### src/rtl/csr_axil_pkg.sv
package csr_axil_pkg;
  localparam int DATA_W = 32;
  localparam int STRB_W = DATA_W / 8;
  localparam int CTL_W  = 4;

  localparam int CTL_EN_BIT   = 0;
  localparam int CTL_IE_BIT   = 1;
  localparam int CTL_MODE_LSB = 2;

  localparam logic [1:0] RESP_OKAY   = 2'b00;
  localparam logic [1:0] RESP_SLVERR = 2'b10;

  typedef enum logic [2:0] {
    SEL_CTL, SEL_STAT, SEL_IRQ, SEL_DATA, SEL_NONE
  } csr_sel_e;

  // word index from bits above [1:0]; only indices 0..3 are mapped
  function automatic csr_sel_e csr_decode(input logic [31:0] addr);
    if (addr[31:4] != '0) return SEL_NONE;
    case (addr[3:2])
      2'd0:    return SEL_CTL;
      2'd1:    return SEL_STAT;
      2'd2:    return SEL_IRQ;
      default: return SEL_DATA;
    endcase
  endfunction

  function automatic logic [1:0] csr_resp(input csr_sel_e sel);
    return (sel == SEL_NONE) ? RESP_SLVERR : RESP_OKAY;
  endfunction

  function automatic logic [DATA_W-1:0] strb_merge(input logic [DATA_W-1:0] old_w,
                                                   input logic [DATA_W-1:0] new_w,
                                                   input logic [STRB_W-1:0] strb);
    logic [DATA_W-1:0] r;
    r = old_w;
    for (int b = 0; b < STRB_W; b++)
      if (strb[b]) r[8*b +: 8] = new_w[8*b +: 8];
    return r;
  endfunction
endpackage

### src/rtl/csr_wr_chan.sv
module csr_wr_chan
  import csr_axil_pkg::*;
#(
  parameter int ADDR_W = 8
) (
  input  logic              clk,
  input  logic              rst_n,
  input  logic [ADDR_W-1:0] awaddr,
  input  logic              awvalid,
  output logic              awready,
  input  logic [DATA_W-1:0] wdata,
  input  logic [STRB_W-1:0] wstrb,
  input  logic              wvalid,
  output logic              wready,
  output logic [1:0]        bresp,
  output logic              bvalid,
  input  logic              bready,
  output logic              commit,
  output csr_sel_e          commit_sel,
  output logic [DATA_W-1:0] commit_data,
  output logic [STRB_W-1:0] commit_strb
);
  logic              aw_have, w_have;
  logic [ADDR_W-1:0] addr_q;

  assign awready    = !aw_have && !bvalid;
  assign wready     = !w_have && !bvalid;
  assign commit     = aw_have && w_have;
  assign commit_sel = csr_decode(32'(addr_q));

  always_ff @(posedge clk) begin
    if (!rst_n) begin
      aw_have     <= 1'b0;
      w_have      <= 1'b0;
      addr_q      <= '0;
      commit_data <= '0;
      commit_strb <= '0;
      bvalid      <= 1'b0;
      bresp       <= RESP_OKAY;
    end else begin
      if (awvalid && awready) begin
        aw_have <= 1'b1;
        addr_q  <= awaddr;
      end
      if (wvalid && wready) begin
        w_have      <= 1'b1;
        commit_data <= wdata;
        commit_strb <= wstrb;
      end
      if (commit) begin
        aw_have <= 1'b0;
        w_have  <= 1'b0;
        bvalid  <= 1'b1;
        bresp   <= csr_resp(commit_sel);
      end else if (bvalid && bready) begin
        bvalid <= 1'b0;
      end
    end
  end
endmodule

### src/rtl/csr_rd_chan.sv
module csr_rd_chan
  import csr_axil_pkg::*;
#(
  parameter int ADDR_W = 8
) (
  input  logic              clk,
  input  logic              rst_n,
  input  logic [ADDR_W-1:0] araddr,
  input  logic              arvalid,
  output logic              arready,
  output logic [DATA_W-1:0] rdata,
  output logic [1:0]        rresp,
  output logic              rvalid,
  input  logic              rready,
  output logic              ar_fire,
  output csr_sel_e          rd_sel,
  input  logic [DATA_W-1:0] rd_word
);
  assign arready = !rvalid;
  assign ar_fire = arvalid && arready;
  assign rd_sel  = csr_decode(32'(araddr));

  always_ff @(posedge clk) begin
    if (!rst_n) begin
      rvalid <= 1'b0;
      rdata  <= '0;
      rresp  <= RESP_OKAY;
    end else if (ar_fire) begin
      rvalid <= 1'b1;
      rdata  <= rd_word;
      rresp  <= csr_resp(rd_sel);
    end else if (rvalid && rready) begin
      rvalid <= 1'b0;
    end
  end
endmodule

### src/rtl/csr_reg_bank.sv
module csr_reg_bank
  import csr_axil_pkg::*;
(
  input  logic              clk,
  input  logic              rst_n,
  input  logic              commit,
  input  csr_sel_e          commit_sel,
  input  logic [DATA_W-1:0] commit_data,
  input  logic [STRB_W-1:0] commit_strb,
  input  csr_sel_e          rd_sel,
  output logic [DATA_W-1:0] rd_word,
  input  logic              stat_busy,
  input  logic              irq_done_set,
  output logic [CTL_W-1:0]  ctl_q,
  output logic              irq_done,
  output logic [DATA_W-1:0] dat_q,
  output logic              ctl_pulse,
  output logic              irq_pulse,
  output logic              dat_pulse
);
  logic wr_ctl, wr_irq, wr_dat, irq_clr;

  assign wr_ctl  = commit && (commit_sel == SEL_CTL);
  assign wr_irq  = commit && (commit_sel == SEL_IRQ);
  assign wr_dat  = commit && (commit_sel == SEL_DATA);
  assign irq_clr = wr_irq && commit_strb[0] && commit_data[0];

  always_ff @(posedge clk) begin
    if (!rst_n) begin
      ctl_q     <= '0;
      irq_done  <= 1'b0;
      dat_q     <= '0;
      ctl_pulse <= 1'b0;
      irq_pulse <= 1'b0;
      dat_pulse <= 1'b0;
    end else begin
      if (wr_ctl && commit_strb[0]) ctl_q <= commit_data[CTL_W-1:0];
      if (wr_dat) dat_q <= strb_merge(dat_q, commit_data, commit_strb);
      // hardware set has priority over the software clear
      irq_done  <= irq_done_set || (irq_done && !irq_clr);
      ctl_pulse <= wr_ctl;
      irq_pulse <= wr_irq;
      dat_pulse <= wr_dat;
    end
  end

  always_comb begin
    rd_word = '0;
    case (rd_sel)
      SEL_CTL:  rd_word[CTL_W-1:0] = ctl_q;
      SEL_STAT: rd_word[0] = stat_busy;
      SEL_IRQ:  rd_word[0] = irq_done;
      default:  rd_word = '0;
    endcase
  end
endmodule

### src/rtl/csr_axil_regs.sv
module csr_axil_regs
  import csr_axil_pkg::*;
#(
  parameter int ADDR_W = 8
) (
  input  logic              clk,
  input  logic              rst_n,
  input  logic [ADDR_W-1:0] s_awaddr,
  input  logic              s_awvalid,
  output logic              s_awready,
  input  logic [31:0]       s_wdata,
  input  logic [3:0]        s_wstrb,
  input  logic              s_wvalid,
  output logic              s_wready,
  output logic [1:0]        s_bresp,
  output logic              s_bvalid,
  input  logic              s_bready,
  input  logic [ADDR_W-1:0] s_araddr,
  input  logic              s_arvalid,
  output logic              s_arready,
  output logic [31:0]       s_rdata,
  output logic [1:0]        s_rresp,
  output logic              s_rvalid,
  input  logic              s_rready,
  output logic              ctl_enable,
  output logic              ctl_irq_en,
  output logic [1:0]        ctl_mode,
  output logic              ctl_wr_pulse,
  input  logic              stat_busy,
  input  logic              irq_done_set,
  output logic              irq_done,
  output logic              irq_wr_pulse,
  output logic [31:0]       dat_value,
  output logic              dat_wr_pulse
);
  logic              wr_commit;
  csr_sel_e          wr_sel;
  logic [DATA_W-1:0] wr_data;
  logic [STRB_W-1:0] wr_strb;
  logic              ar_fire;
  csr_sel_e          rd_sel;
  logic [DATA_W-1:0] rd_word;
  logic [CTL_W-1:0]  ctl_q;

  csr_wr_chan #(.ADDR_W(ADDR_W)) u_wr (
    .clk(clk), .rst_n(rst_n),
    .awaddr(s_awaddr), .awvalid(s_awvalid), .awready(s_awready),
    .wdata(s_wdata), .wstrb(s_wstrb), .wvalid(s_wvalid), .wready(s_wready),
    .bresp(s_bresp), .bvalid(s_bvalid), .bready(s_bready),
    .commit(wr_commit), .commit_sel(wr_sel),
    .commit_data(wr_data), .commit_strb(wr_strb)
  );

  csr_rd_chan #(.ADDR_W(ADDR_W)) u_rd (
    .clk(clk), .rst_n(rst_n),
    .araddr(s_araddr), .arvalid(s_arvalid), .arready(s_arready),
    .rdata(s_rdata), .rresp(s_rresp), .rvalid(s_rvalid), .rready(s_rready),
    .ar_fire(ar_fire), .rd_sel(rd_sel), .rd_word(rd_word)
  );

  csr_reg_bank u_bank (
    .clk(clk), .rst_n(rst_n),
    .commit(wr_commit), .commit_sel(wr_sel),
    .commit_data(wr_data), .commit_strb(wr_strb),
    .rd_sel(rd_sel), .rd_word(rd_word),
    .stat_busy(stat_busy), .irq_done_set(irq_done_set),
    .ctl_q(ctl_q), .irq_done(irq_done), .dat_q(dat_value),
    .ctl_pulse(ctl_wr_pulse), .irq_pulse(irq_wr_pulse), .dat_pulse(dat_wr_pulse)
  );

  assign ctl_enable = ctl_q[CTL_EN_BIT];
  assign ctl_irq_en = ctl_q[CTL_IE_BIT];
  assign ctl_mode   = ctl_q[CTL_MODE_LSB +: 2];
endmodule

### config.mk
export PLATFORM = sky130hd
export DESIGN_NAME = csr_axil_regs
export DESIGN_NICKNAME = d
export VERILOG_FILES = /design/src/rtl/csr_axil_pkg.sv /design/src/rtl/csr_wr_chan.sv /design/src/rtl/csr_rd_chan.sv /design/src/rtl/csr_reg_bank.sv /design/src/rtl/csr_axil_regs.sv
export SDC_FILE = /design/constraint.sdc
export NUM_CORES = 1
export LEC_CHECK = 0
export BUFFER_PORTS_ARGS = -buffer_cell sky130_fd_sc_hd__buf_2
export CAP_MARGIN = 20
export CORE_ASPECT_RATIO = 1.2
export CORE_MARGIN = 3
export CORE_UTILIZATION = 49
export CTS_CLUSTER_SIZE = 28
export DETAILED_ROUTE_END_ITERATION = 6
export HOLD_SLACK_MARGIN = 0.02
export PLACE_DENSITY = 0.8
export SYNTH_ARGS = -nofsm -noshare
export SYNTH_HDL_FRONTEND = slang
export SYNTH_SLANG_ARGS = --single-unit
export TNS_END_PERCENT = 10
### constraint.sdc
create_clock -name clk -period 2.15 [get_ports clk]
set_input_delay 0.43 -clock clk [delete_from_list [all_inputs] [get_ports clk]]
set_output_delay 0.43 -clock clk [all_outputs]
set_load 0.01 [all_outputs]
==> metrics.md, run 1 <==
| Metric | Value |
|---|---|
| Die Span Y | 101.1 um |
| Clock latency on the worst-skew pair | 0.35 ns |
| Worst R2R End | u_bank.ctl_q[0] |
| Hold endpoint | u_rd.rvalid |
| Peak Freq | 522.5 MHz |
| Sink Count | 92 |
| Status | finished clean |
| Slew Viols, Final | 0 |
| Reg2Reg Launch Point | u_wr.addr_q[7] |
| H-Tree Level Count | 3 |
| CP Max Fanout | 9 |
| Delay-heaviest family, CP | simple AND/OR/NAND/NOR gates |
| Via Count | 3046 |
| Drt wl/cell | 12.50 um |
| NumNets Final | 595 |
| Remaining DRCs | 0 |
| Critical Path RT | 2.38 ns |
| Min-Delay Path Class | input pin to register |
| Placer Congestion | 0.7810 |
| Die Area | 0.008623 sq mm |
| Top_reg_cell synth | dfxtp_1 |
| Clock Skews | 0.01302 ns |
| # fillers | 663 |
| Ant diodes | 0 |
| Rows | 34 |
| Initial antenna violation count | 0 |
| Share of layout cells above drive strength 1 | 0.2635 |
| Peak VDD IR | 0.4266 mV |
| Worst r2r path cells | 3 |
| Worst slew margin | 0.4585 |
| First-pass GRT wire length | 12450 um |
| # hold bufs at CTS | 0 |
| Post-synthesis sequential area ratio | 0.4985 |
| Clock slew at reported path FFs | 0.09 ns |
| Vias in the first global route | 2790 |
| Synth Area per Inst | 8.573 sq um |
| Post-CTS Setup Repair Bufs | 0 |
| Cells after Synth | 431 |
| Setup slack, reg-to-reg | 0.24 ns |
| Port Buffers | 107 |
| Async SR Flop Fraction | 0 |
| 1st-iter DRT viols | 87 |
| PD cells | 754.5 mW/mm^2 |
| Area of the mapped netlist | 0.003695 sq mm |
| Post-CTS Resized | 0 |
| Crit. End Element | register |
| Tcrit/Tclk final | 0.8901 |
| Yosys reg bits | 92 |
| Via/cell ratio | 4.843 |
| First-pass DRT Iterations | 4 |
| Hold path startpoint | s_rready |
| Yosys warning count | 0 |
| Worst setup SP type | register |
| Min-Delay Path Depth | 2 |
| Largest net degree at the start of global routing | 52 |
| Commonest non-fill, non-tap cell in the layout | nand2_1 |
| Final Setup Violations | 0 |
| CTS tree | done |
| Post-DRT Antenna Nets | 0 |
| Fin. Hold Viols | 0 |
| Ports | 142 |
| Initial core utilization | 0.5079 |
| Crit path kind | register to register |
| Synth cell types | 34 |
| Minimum clock period | 1.914 ns |
| All-layer global routing usage | 0.1802 |
| Die span in x | 85.27 um |
| RSZ-0062 raised after global routing | false |
| Final wirelength | 7863 um |
| Setup TNS Final | 0 ns |
| Maxcap violations | 0 |
| CTS buffer count | 9 |
| Commonest non-fill, non-tap cells in the layout | nand2_1, buf_2, dfxtp_1, mux2i_1, a21oi_1 |
| GRT overflow | 0 |
| Clock Tree Buf Depth | 2 |
| Buf/Inv on CP | 0 |
| Leak | 1.924 nW |
| CP max-delay cell | or4_1 |
| Core footprint | 0.007274 sq mm |
| Post-synth EDFFs | 0 |
| Layout area overhead | 19.17% |
| Crit-path cells | or4_4, or4_1, mux2i_1 |
| Max incr delay on CP | 0.68 ns |
| Detailed placement HPWL | 5636 um |
| CTS root buffer | clkbuf_8 |
| WHS | 0.2753 ns |
| Critical Path AT | 2.14 ns |
| Actual slew at the worst max-slew pin | 0.8123 ns |
==> worst max path at each step <==
stage / cells past startpoint / endpoint / startpoint
6_report: 3 / u_bank.ctl_q[0] / u_wr.addr_q[7]
5_1_grt: 3 / u_bank.ctl_q[0] / u_wr.addr_q[7]
4_1_cts: 3 / u_bank.ctl_q[0] / u_wr.addr_q[7]
3_5_place_dp: 3 / u_bank.ctl_q[0] / u_wr.addr_q[7]
3_3_place_gp: 3 / u_bank.ctl_q[3] / u_wr.addr_q[7]
2_1_floorplan: 5 / u_bank.ctl_q[0] / u_wr.addr_q[7]
==> layer usage <==
metal	share of wire	routed length [um]	up-vias	track usage
met4	0.012	91	0	0.06212
met1	0.41	3233	1395	0.2041
li1	-	-	1543	-
met2	0.51	3998	100	0.3283
met5	0	0	-	0
met3	0.069	539	8	0.04497
==> metrics by stage <==
| step | util | setup slack [ns] | total power [mW] | instances | cell area, sq um |
|---|---|---|---|---|---|
| after detailed placement | 0.5764 | 0.2780 | 2.171 | 613 | 4193 |
| after floorplan | - | 0.3201 | 2.107 | 460 | 3804 |
| after global routing | 0.6053 | 0.1958 | 3.468 | 629 | 4403 |
| after CTS | 0.6053 | 0.2447 | 3.343 | 629 | 4403 |
| after global placement | 0.5764 | 0.3012 | 2.161 | 613 | 4193 |
| final | 0.6053 | 0.2362 | 3.322 | 629 | 4403 |
==> flip-flops by register name, indices dropped and copies added, names as in the netlist, 4 cells and up <==
register and count:
u_rd.rdata 4, u_bank.ctl_q 4, u_wr.commit_data 32, u_wr.commit_strb 4
u_bank.dat_q 32, u_wr.addr_q 6
==> where the power goes <==
group | internal (mW) | switching, mW | leakage (nW) | total (mW)
Clock | 0.603 | 0.590 | 0.102 | 1.19
Sequential | 1.77 | 0.0419 | 0.749 | 1.81
Combinational | 0.123 | 0.198 | 1.07 | 0.321
Total | 2.49 | 0.830 | 1.92 | 3.32
==> layout make-up <==
class / instances / area [sq um] / share of cell area
Timing Repair Buffer: 117 / 623.1 / 0.1415
Clock inverter: 5 / 58.81 / 0.01336
Inverter: 9 / 33.78 / 0.007673
Clock buffer: 11 / 151.4 / 0.03438
Tap cell: 90 / 112.6 / 0.02558
Multi-Input combinational cell: 305 / 1582 / 0.3592
Sequential cell: 92 / 1842 / 0.4183
==> synth_stat cells, types with 2 or more instances <==
| cell type | instances | area [sq um] |
|---|---|---|
| nand2_1 | 145 | 544.3 |
| dfxtp_1 | 92 | 1842 |
| mux2i_1 | 43 | 430.4 |
| a21oi_1 | 41 | 205.2 |
| buf_4 | 30 | 225.2 |
| clkbuf_1 | 19 | 71.32 |
| nor2_1 | 14 | 52.55 |
| inv_1 | 8 | 30.03 |
| nor3_1 | 4 | 20.02 |
| nor3_2 | 4 | 40.04 |
| nand2b_1 | 3 | 18.77 |
| o22ai_1 | 3 | 18.77 |
| buf_1 | 2 | 7.510 |
| nand3_1 | 2 | 10.01 |
| o21ai_0 | 2 | 10.01 |
==> worst reg2reg max path: stages, from the launching register on <==
cell and delay [ns]:
dfxtp_1 0.33, or4_4 0.61, or4_1 0.68, mux2i_1 0.17
==> cells by family (layout without fill, tap and decap cells) <==
family / Yosys count / in the layout / synth area share
simple gates: 183 / 183 / 0.2093
other cells: 1 / 30 / 0.001015
compound gates: 49 / 49 / 0.07010
buf+inv: 63 / 142 / 0.1046
flops: 92 / 92 / 0.4985
mux: 43 / 43 / 0.1165
(Power assumes the default switching activity.)
==> inputs of run 2 (changes only) <==
- ABC_AREA: not set -> 1
==> run 2 against run 1 <==
Net effect:
- first-iteration DRC count is 10% higher
- total power is 4.7% higher
- flip-flop and latch count stayed put
- largest power group unchanged
- final area is 1.9% higher
- die area is 3.2% higher
- critical path depth is 4 higher
- non-clock buffer count is 7 lower
- sequential share of layout area is 0.79 points lower
- critical endpoint is now u_bank.dat_q[8]
- area after synthesis is 3.4% higher
- maximum frequency is 33% higher
==> metrics.md, run 2 <==
| Metric | Value |
|---|---|
| Die span in x | 86.62 um (was 85.27 um) |
| Critical Path RT | 2.39 ns (was 2.38 ns) |
| Post-synth top area cell | dfxtp_1 (unchanged) |
| Clock Tree Buf Depth | 2 (unchanged) |
| Fin. Hold Viols | 0 (unchanged) |
| Tcrit/Tclk final | 0.6698 (was 0.8901) |
| Setup TNS Final | 0 ns (unchanged) |
| Initial antenna violation count | 0 (unchanged) |
| All-layer global routing usage | 0.1858 (was 0.1802) |
| GRT overflow | 0 (unchanged) |
| Actual slew at the worst max-slew pin | 0.5513 ns (was 0.8123 ns) |
| Drt wl/cell | 11.44 um (was 12.50 um) |
| Commonest non-fill, non-tap cells in the layout | nor2_1, buf_2, dfxtp_1, nand2_1, inv_1 (was nand2_1, buf_2, dfxtp_1, mux2i_1, a21oi_1) |
| Core footprint | 0.007402 sq mm (was 0.007274 sq mm) |
| Post-CTS Setup Repair Bufs | 0 (unchanged) |
| Min-Delay Path Class | input pin to register (unchanged) |
| Post-DRT Antenna Nets | 0 (unchanged) |
| Synth area leaders | dfxtp_1, nor2_1, nand2_1, buf_4, o21ai_0 (was dfxtp_1, nand2_1, mux2i_1, buf_4, a21oi_1) |
| CTS tree | done (unchanged) |
| Post-synth EDFFs | 0 (unchanged) |
| Leak | 2.398 nW (was 1.924 nW) |
| Most frequent cell after synthesis | nor2_1 (was nand2_1) |
| Worst slew margin | 0.6319 (was 0.4585) |
| Clock slew at reported path FFs | 0.10 ns (was 0.09 ns) |
| RSZ-0062 raised after global routing | false (unchanged) |
| Worst setup SP type | register (unchanged) |
| Port Buffers | 107 (unchanged) |
| Synth cell types | 24 (was 34) |
| Maxcap violations | 0 (unchanged) |
| CP Max Fanout | 16 (was 9) |
| Slew Viols, Final | 0 (unchanged) |
| Post-CTS Resized | 0 (unchanged) |
| CP max-delay cell | dfxtp_1 (was or4_1) |
| First-pass GRT wire length | 13210 um (was 12450 um) |
| Delay-heaviest family, CP | simple AND/OR/NAND/NOR gates (unchanged) |
| Die Area | 0.008898 sq mm (was 0.008623 sq mm) |
| Ports | 142 (unchanged) |
| NumNets Final | 678 (was 595) |
| Via/cell ratio | 4.638 (was 4.843) |
| First-pass DRT Iterations | 5 (was 4) |
| Async SR Flop Fraction | 0 (unchanged) |
| Largest net degree at the start of global routing | 60 (was 52) |
| CTS buffer count | 9 (unchanged) |
| Max incr delay on CP | 0.38 ns (was 0.68 ns) |
| Via Count | 3302 (was 3046) |
| Crit. End Element | register (unchanged) |
| Top_reg_cell synth | dfxtp_1 (unchanged) |
| H-Tree Level Count | 3 (unchanged) |
| Initial core utilization | 0.5162 (was 0.5079) |
| PD cells | 775.3 mW/mm^2 (was 754.5 mW/mm^2) |
| Critical Path AT | 1.68 ns (was 2.14 ns) |
| Clock latency on the worst-skew pair | 0.35 ns (about the same) |
| Ant diodes | 0 (unchanged) |
| Final Setup Violations | 0 (unchanged) |
| Post-Place Cells | 696 (was 613) |
| Synth Area per Inst | 7.377 sq um (was 8.573 sq um) |
| Placer Congestion | 0.8310 (was 0.7810) |
| Peak VDD IR | 0.4851 mV (was 0.4266 mV) |
| Post-synthesis sequential area ratio | 0.4820 (was 0.4985) |
| Cells after Synth | 518 (was 431) |
| Area of the mapped netlist | 0.003821 sq mm (was 0.003695 sq mm) |
| Largest registers | u_bank.dat_q: 32 flops, u_wr.commit_data: 32 flops, u_wr.addr_q: 6 flops (unchanged) |
| Sink Count | 92 (unchanged) |
| Peak Freq | 694.4 MHz (was 522.5 MHz) |
| Die Span Y | 102.7 um (was 101.1 um) |
| Vias in the first global route | 3069 (was 2790) |
| Yosys warning count | 0 (unchanged) |
| Commonest non-fill, non-tap cell in the layout | nor2_1 (was nand2_1) |
| Yosys top cell area share | 0.4820 (was 0.4985) |
| Non-Filler Instances | 712 (was 629) |
| Layout area overhead | 17.45% (was 19.17%) |
| Yosys reg bits | 92 (unchanged) |
| Status | finished clean (unchanged) |
| Minimum clock period | 1.440 ns (was 1.914 ns) |
| Final wirelength | 8142 um (was 7863 um) |
| Share of layout cells above drive strength 1 | 0.2331 (was 0.2635) |
| 1st-iter DRT viols | 96 (was 87) |
| Remaining DRCs | 0 (unchanged) |
| CTS root buffer | clkbuf_8 (unchanged) |
| Crit path kind | register to register (unchanged) |
| Clock Skews | 0.01143 ns (was 0.01302 ns) |
| Detailed placement HPWL | 5855 um (was 5636 um) |
| Crit-path cells | nand2_2, inv_2, nand3_4, nor2_8, nand3_4, nor2_1, nor2_1 (was or4_4, or4_1, mux2i_1) |
| Synth cell count leaders | nor2_1, dfxtp_1, nand2_1 (was nand2_1, dfxtp_1, mux2i_1) |
| Rows | 34 (unchanged) |
| # hold bufs at CTS | 0 (unchanged) |
| Buf/Inv on CP | 1 (was 0) |
==> run 2: changes by cell type in the layout (fill, tap and decap cells not counted), sizes merged, moves of 7 or more <==
cell,change
nand3,+7
nand2,-63
nor2,+155
o21ai,+43
buf,-7
mux2i,-43
inv,+39
nor3,-8
a21oi,-34
==> run 2: per-stage QoR <==
stage | area, sq um | setup WS [ns] | total power, mW | util | hold WS [ns]
finish | 4488 | 0.7099 | 3.480 | 0.6063 | 0.3188
global route | 4488 | 0.5297 | 3.637 | 0.6063 | 0.3129
CTS | 4488 | 0.6895 | 3.510 | 0.6063 | 0.3007
detailed placement | 4263 | 0.5206 | 2.238 | 0.5759 | 0.4698
global placement | 4263 | 0.5809 | 2.225 | 0.5759 | 0.4600
floorplan | 3930 | 0.8124 | 2.159 | - | 0.4451
==> run 2: final timing paths <==
kind	start	end	slack (ns)	depth (start not counted)
setup / recovery	u_wr.aw_have	u_bank.dat_q[8]	0.71	7
hold / removal	s_wdata[27]	u_wr.commit_data[27]	0.32	3
setup reg to reg	u_wr.aw_have	u_bank.dat_q[8]	0.71	7
hold reg to reg	u_wr.addr_q[3]	u_bank.ctl_pulse	0.48	1
==> run 2: cell type report <==
class,instances,area [sq um]
Fill cell,701,2914
Clock inverter,6,87.58
Tap cell,90,112.6
Sequential cell,92,1842
Multi-Input combinational cell,354,1550
Clock buffer,10,137.6
Inverter,50,187.7
Timing Repair Buffer,110,570.5
==> run 2: metal layers <==
metal | vias up | share of wire | track usage
met5 | - | 0 | 0
met4 | 0 | 0.016 | 0.09113
met3 | 13 | 0.058 | 0.03437
met2 | 94 | 0.49 | 0.3316
met1 | 1477 | 0.43 | 0.2126
li1 | 1718 | - | -
==> run 2: logic make-up (layout without fill, tap and decap cells) <==
logic type             after synthesis  after routing  share of synthesized area
and+or+nand+nor                    266            266                     0.2967
buffers and inverters              101            176                     0.1408
DFF                                 92             92                     0.4820
AOI/OAI and AO/OA                   58             58                    0.07957
other                                1             30                  0.0009814
==> run 2: power breakdown <==
part | total (mW) | internal, mW | switching (mW)
clock | 1.28 | 0.684 | 0.599
sequential | 1.86 | 1.79 | 0.0617
combinational | 0.341 | 0.122 | 0.219
==> run 2: worst reg2reg max path, delay by kind of cell (launching register included) <==
family | cells | cell delay (ns)
simple gates | 6 | 0.86
flops | 1 | 0.38
buf+inv | 1 | 0.09
==> inputs of run 3 (changes only) <==
- ABC_AREA: 1 -> 0
- clock period: 2.15 -> 1.4 ns (I/O delays scaled with it)
==> run 3 against run 2 <==
Net effect:
- the flow now finishes with violations (setup timing)
- global-route usage grew 0.65 points
- critical path type unchanged
- utilization grew 3.6 points
- final cell count shrank 10%
- largest power group unchanged
- maximum frequency shrank 13%
==> metrics.md, run 3 (synthesis gave the netlist of run 1 again) <==
| Metric | Value |
|---|---|
| Status | finished with violations (was finished clean) |
| Violated checks | setup timing |
| Critical Path Start | u_wr.addr_q[4] (was u_wr.aw_have) |
| Drt wl/cell | 12.93 um (was 11.44 um) |
| Leak | 2.054 nW (was 2.398 nW) |
| CP max-delay cell | or4_4 (was dfxtp_1) |
| Clock latency on the worst-skew pair | 0.34 ns (was 0.35 ns) |
| Critical Path AT | 1.93 ns (was 1.68 ns) |
| Setup TNS Final | -8.419 ns (was 0 ns) |
| NumNets Final | 606 (was 678) |
| # fillers | 641 (was 701) |
| Final Setup Violations | 39 (was 0) |
| Fin. Hold Viols | 0 (unchanged) |
| Worst setup SP type | register (unchanged) |
| Pre-CTS setup slack | -0.3013 ns (was 0.5206 ns) |
| Port Buffers | 107 (unchanged) |
| Fin area | 0.004672 sq mm (was 0.004488 sq mm) |
| Commonest non-fill, non-tap cell in the layout | nand2_1 (was nor2_1) |
| Min-Delay Path Class | input pin to register (unchanged) |
| RSZ-0062 raised after global routing | true (was false) |
| Core footprint | 0.007274 sq mm (was 0.007402 sq mm) |
| PD cells | 1157 mW/mm^2 (was 775.3 mW/mm^2) |
| CP Max Fanout | 8 (was 16) |
| Final WS setup | -0.2648 ns (was 0.7099 ns) |
| Die span in x | 85.27 um (was 86.62 um) |
| Met3 WL | 550 um (was 476 um) |
| 1st-iter DRT viols | 145 (was 96) |
| Clock Skews | 0.009436 ns (was 0.01143 ns) |
| Delay-heaviest family, CP | simple AND/OR/NAND/NOR gates (unchanged) |
| Layout area overhead | 26.45% (was 17.45%) |
| Detailed placement HPWL | 5783 um (was 5855 um) |
| Post-DP Area | 0.004388 sq mm (was 0.004263 sq mm) |
| CTS root buffer | clkbuf_8 (unchanged) |
| Initial core utilization | 0.5079 (was 0.5162) |
| Largest registers | u_bank.dat_q: 32 flops, u_wr.commit_data: 32 flops, u_wr.addr_q: 6 flops (unchanged) |
| CTS tree | done (unchanged) |
| Clock Tree Buf Depth | 2 (unchanged) |
| Crit-path cells | or4_4, buf_6, nor3_4, buf_12, mux2i_1 (was nand2_2, inv_2, nand3_4, nor2_8, nand3_4, nor2_1, nor2_1) |
| Share of layout cells above drive strength 1 | 0.2891 (was 0.2331) |
| Vias in the first global route | 2948 (was 3069) |
| All-layer global routing usage | 0.1923 (was 0.1858) |
| Post-DRT Antenna Nets | 0 (unchanged) |
| Via Count | 3116 (was 3302) |
| Die Area | 0.008623 sq mm (was 0.008898 sq mm) |
| Placer Congestion | 0.7659 (was 0.8310) |
| Reg2Reg Launch Point | u_wr.addr_q[4] (was u_wr.aw_have) |
| Sink Count | 92 (unchanged) |
| H-Tree Level Count | 3 (unchanged) |
| Met1 Wirelength | 3268 um (was 3536 um) |
| Clock slew at reported path FFs | 0.08 ns (was 0.10 ns) |
| Initial antenna violation count | 0 (unchanged) |
| Remaining DRCs | 0 (unchanged) |
| Die Span Y | 101.1 um (was 102.7 um) |
| Final wirelength | 8274 um (was 8142 um) |
| Minimum clock period | 1.665 ns (was 1.440 ns) |
| Max incr delay on CP | 0.57 ns (was 0.38 ns) |
| Slew Viols, Final | 0 (unchanged) |
| Peak VDD IR | 0.7099 mV (was 0.4851 mV) |
| First-pass GRT wire length | 13330 um (was 13210 um) |
| Maxcap violations | 0 (unchanged) |
| Critical Path RT | 1.67 ns (was 2.39 ns) |
| Largest net degree at the start of global routing | 59 (was 60) |
| Via/cell ratio | 4.869 (was 4.638) |
| Crit path kind | register to register (unchanged) |
| Max Used Layer | met4 (unchanged) |
| First-pass DRT Iterations | 5 (unchanged) |
| Rows | 34 (unchanged) |
| Hold path startpoint | s_rready (was s_wdata[27]) |
| Tcrit/Tclk final | 1.189 (was 0.6698) |
| GRT overflow | 0 (unchanged) |
| WHS | 0.1179 ns (was 0.3188 ns) |
| Peak Freq | 600.7 MHz (was 694.4 MHz) |
| Commonest non-fill, non-tap cells in the layout | nand2_1, buf_2, dfxtp_1, mux2i_1, a21oi_1 (was nor2_1, buf_2, dfxtp_1, nand2_1, inv_1) |
| CTS buffer count | 9 (unchanged) |
| Ports | 142 (unchanged) |
| Crit. End Element | register (unchanged) |
| Ant diodes | 0 (unchanged) |
| Buf/Inv on CP | 2 (was 1) |
| WL met2 | 4299 um (was 3995 um) |
-- run 3: changes by cell type in the layout (fill, tap and decap cells not counted), sizes merged, moves of 3 or more --
cell,before,now
nor2,169,14
nand2,82,145
mux2i,0,43
o21ai,45,2
inv,48,8
a21oi,7,41
buf,110,128
nor3,0,8
nand3,9,2
a22oi,3,0
nand2b,0,3
o22ai,0,3
-- run 3: per-layer routing --
layer	GRT usage	up-vias
li1	-	1568
met4	0.07674	0
met5	0	-
met3	0.03516	11
met2	0.3499	114
met1	0.2218	1423
-- run 3: where the power goes --
group          switching, mW  leakage [nW]  internal (mW)
logic                  0.349          1.19          0.246
registers             0.0565         0.750           2.71
clock network          0.853         0.111           1.19
-- run 3: worst register-to-register path: cells and delay by family (launching register included) --
family / cells / cell delay [ns]
and+or+nand+nor: 2 / 0.76
DFF: 1 / 0.33
buffers and inverters: 2 / 0.32
muxes: 1 / 0.20
-- run 3: area by class of cell --
class                      instances  area, sq um  area share
clock buffer                      12        135.1     0.02892
clock inverter                     4        97.59     0.02089
inverter                           9        33.78    0.007231
multi-input combinational        305         1647      0.3524
sequential                        92         1846      0.3950
tap                               90        112.6     0.02410
timing repair buffer             128        800.8      0.1714
-- run 3: final timing paths --
kind / end / slack [ns] / depth (start not counted)
max: u_bank.dat_q[3] / -0.26 / 5
min: u_rd.rvalid / 0.12 / 2
max reg2reg: u_bank.dat_q[3] / -0.26 / 5
min reg2reg: u_bank.dat_q[5] / 0.45 / 2
-- run 3: what timing repair did --
item,CTS,global route
hold buffers,0,0
resized for setup,8,5
endpoints found under the setup margin,39,41
buffers inserted,0,0
pin swaps,5,2
-- run 3: metrics by stage --
step                power, mW    util  instances
floorplan               3.247       -        460
detailed placement      3.411  0.6032        624
global route            5.639  0.6422        640
CTS                     5.464  0.6407        640
finish                  5.407  0.6422        640
global placement        3.390  0.6032        624
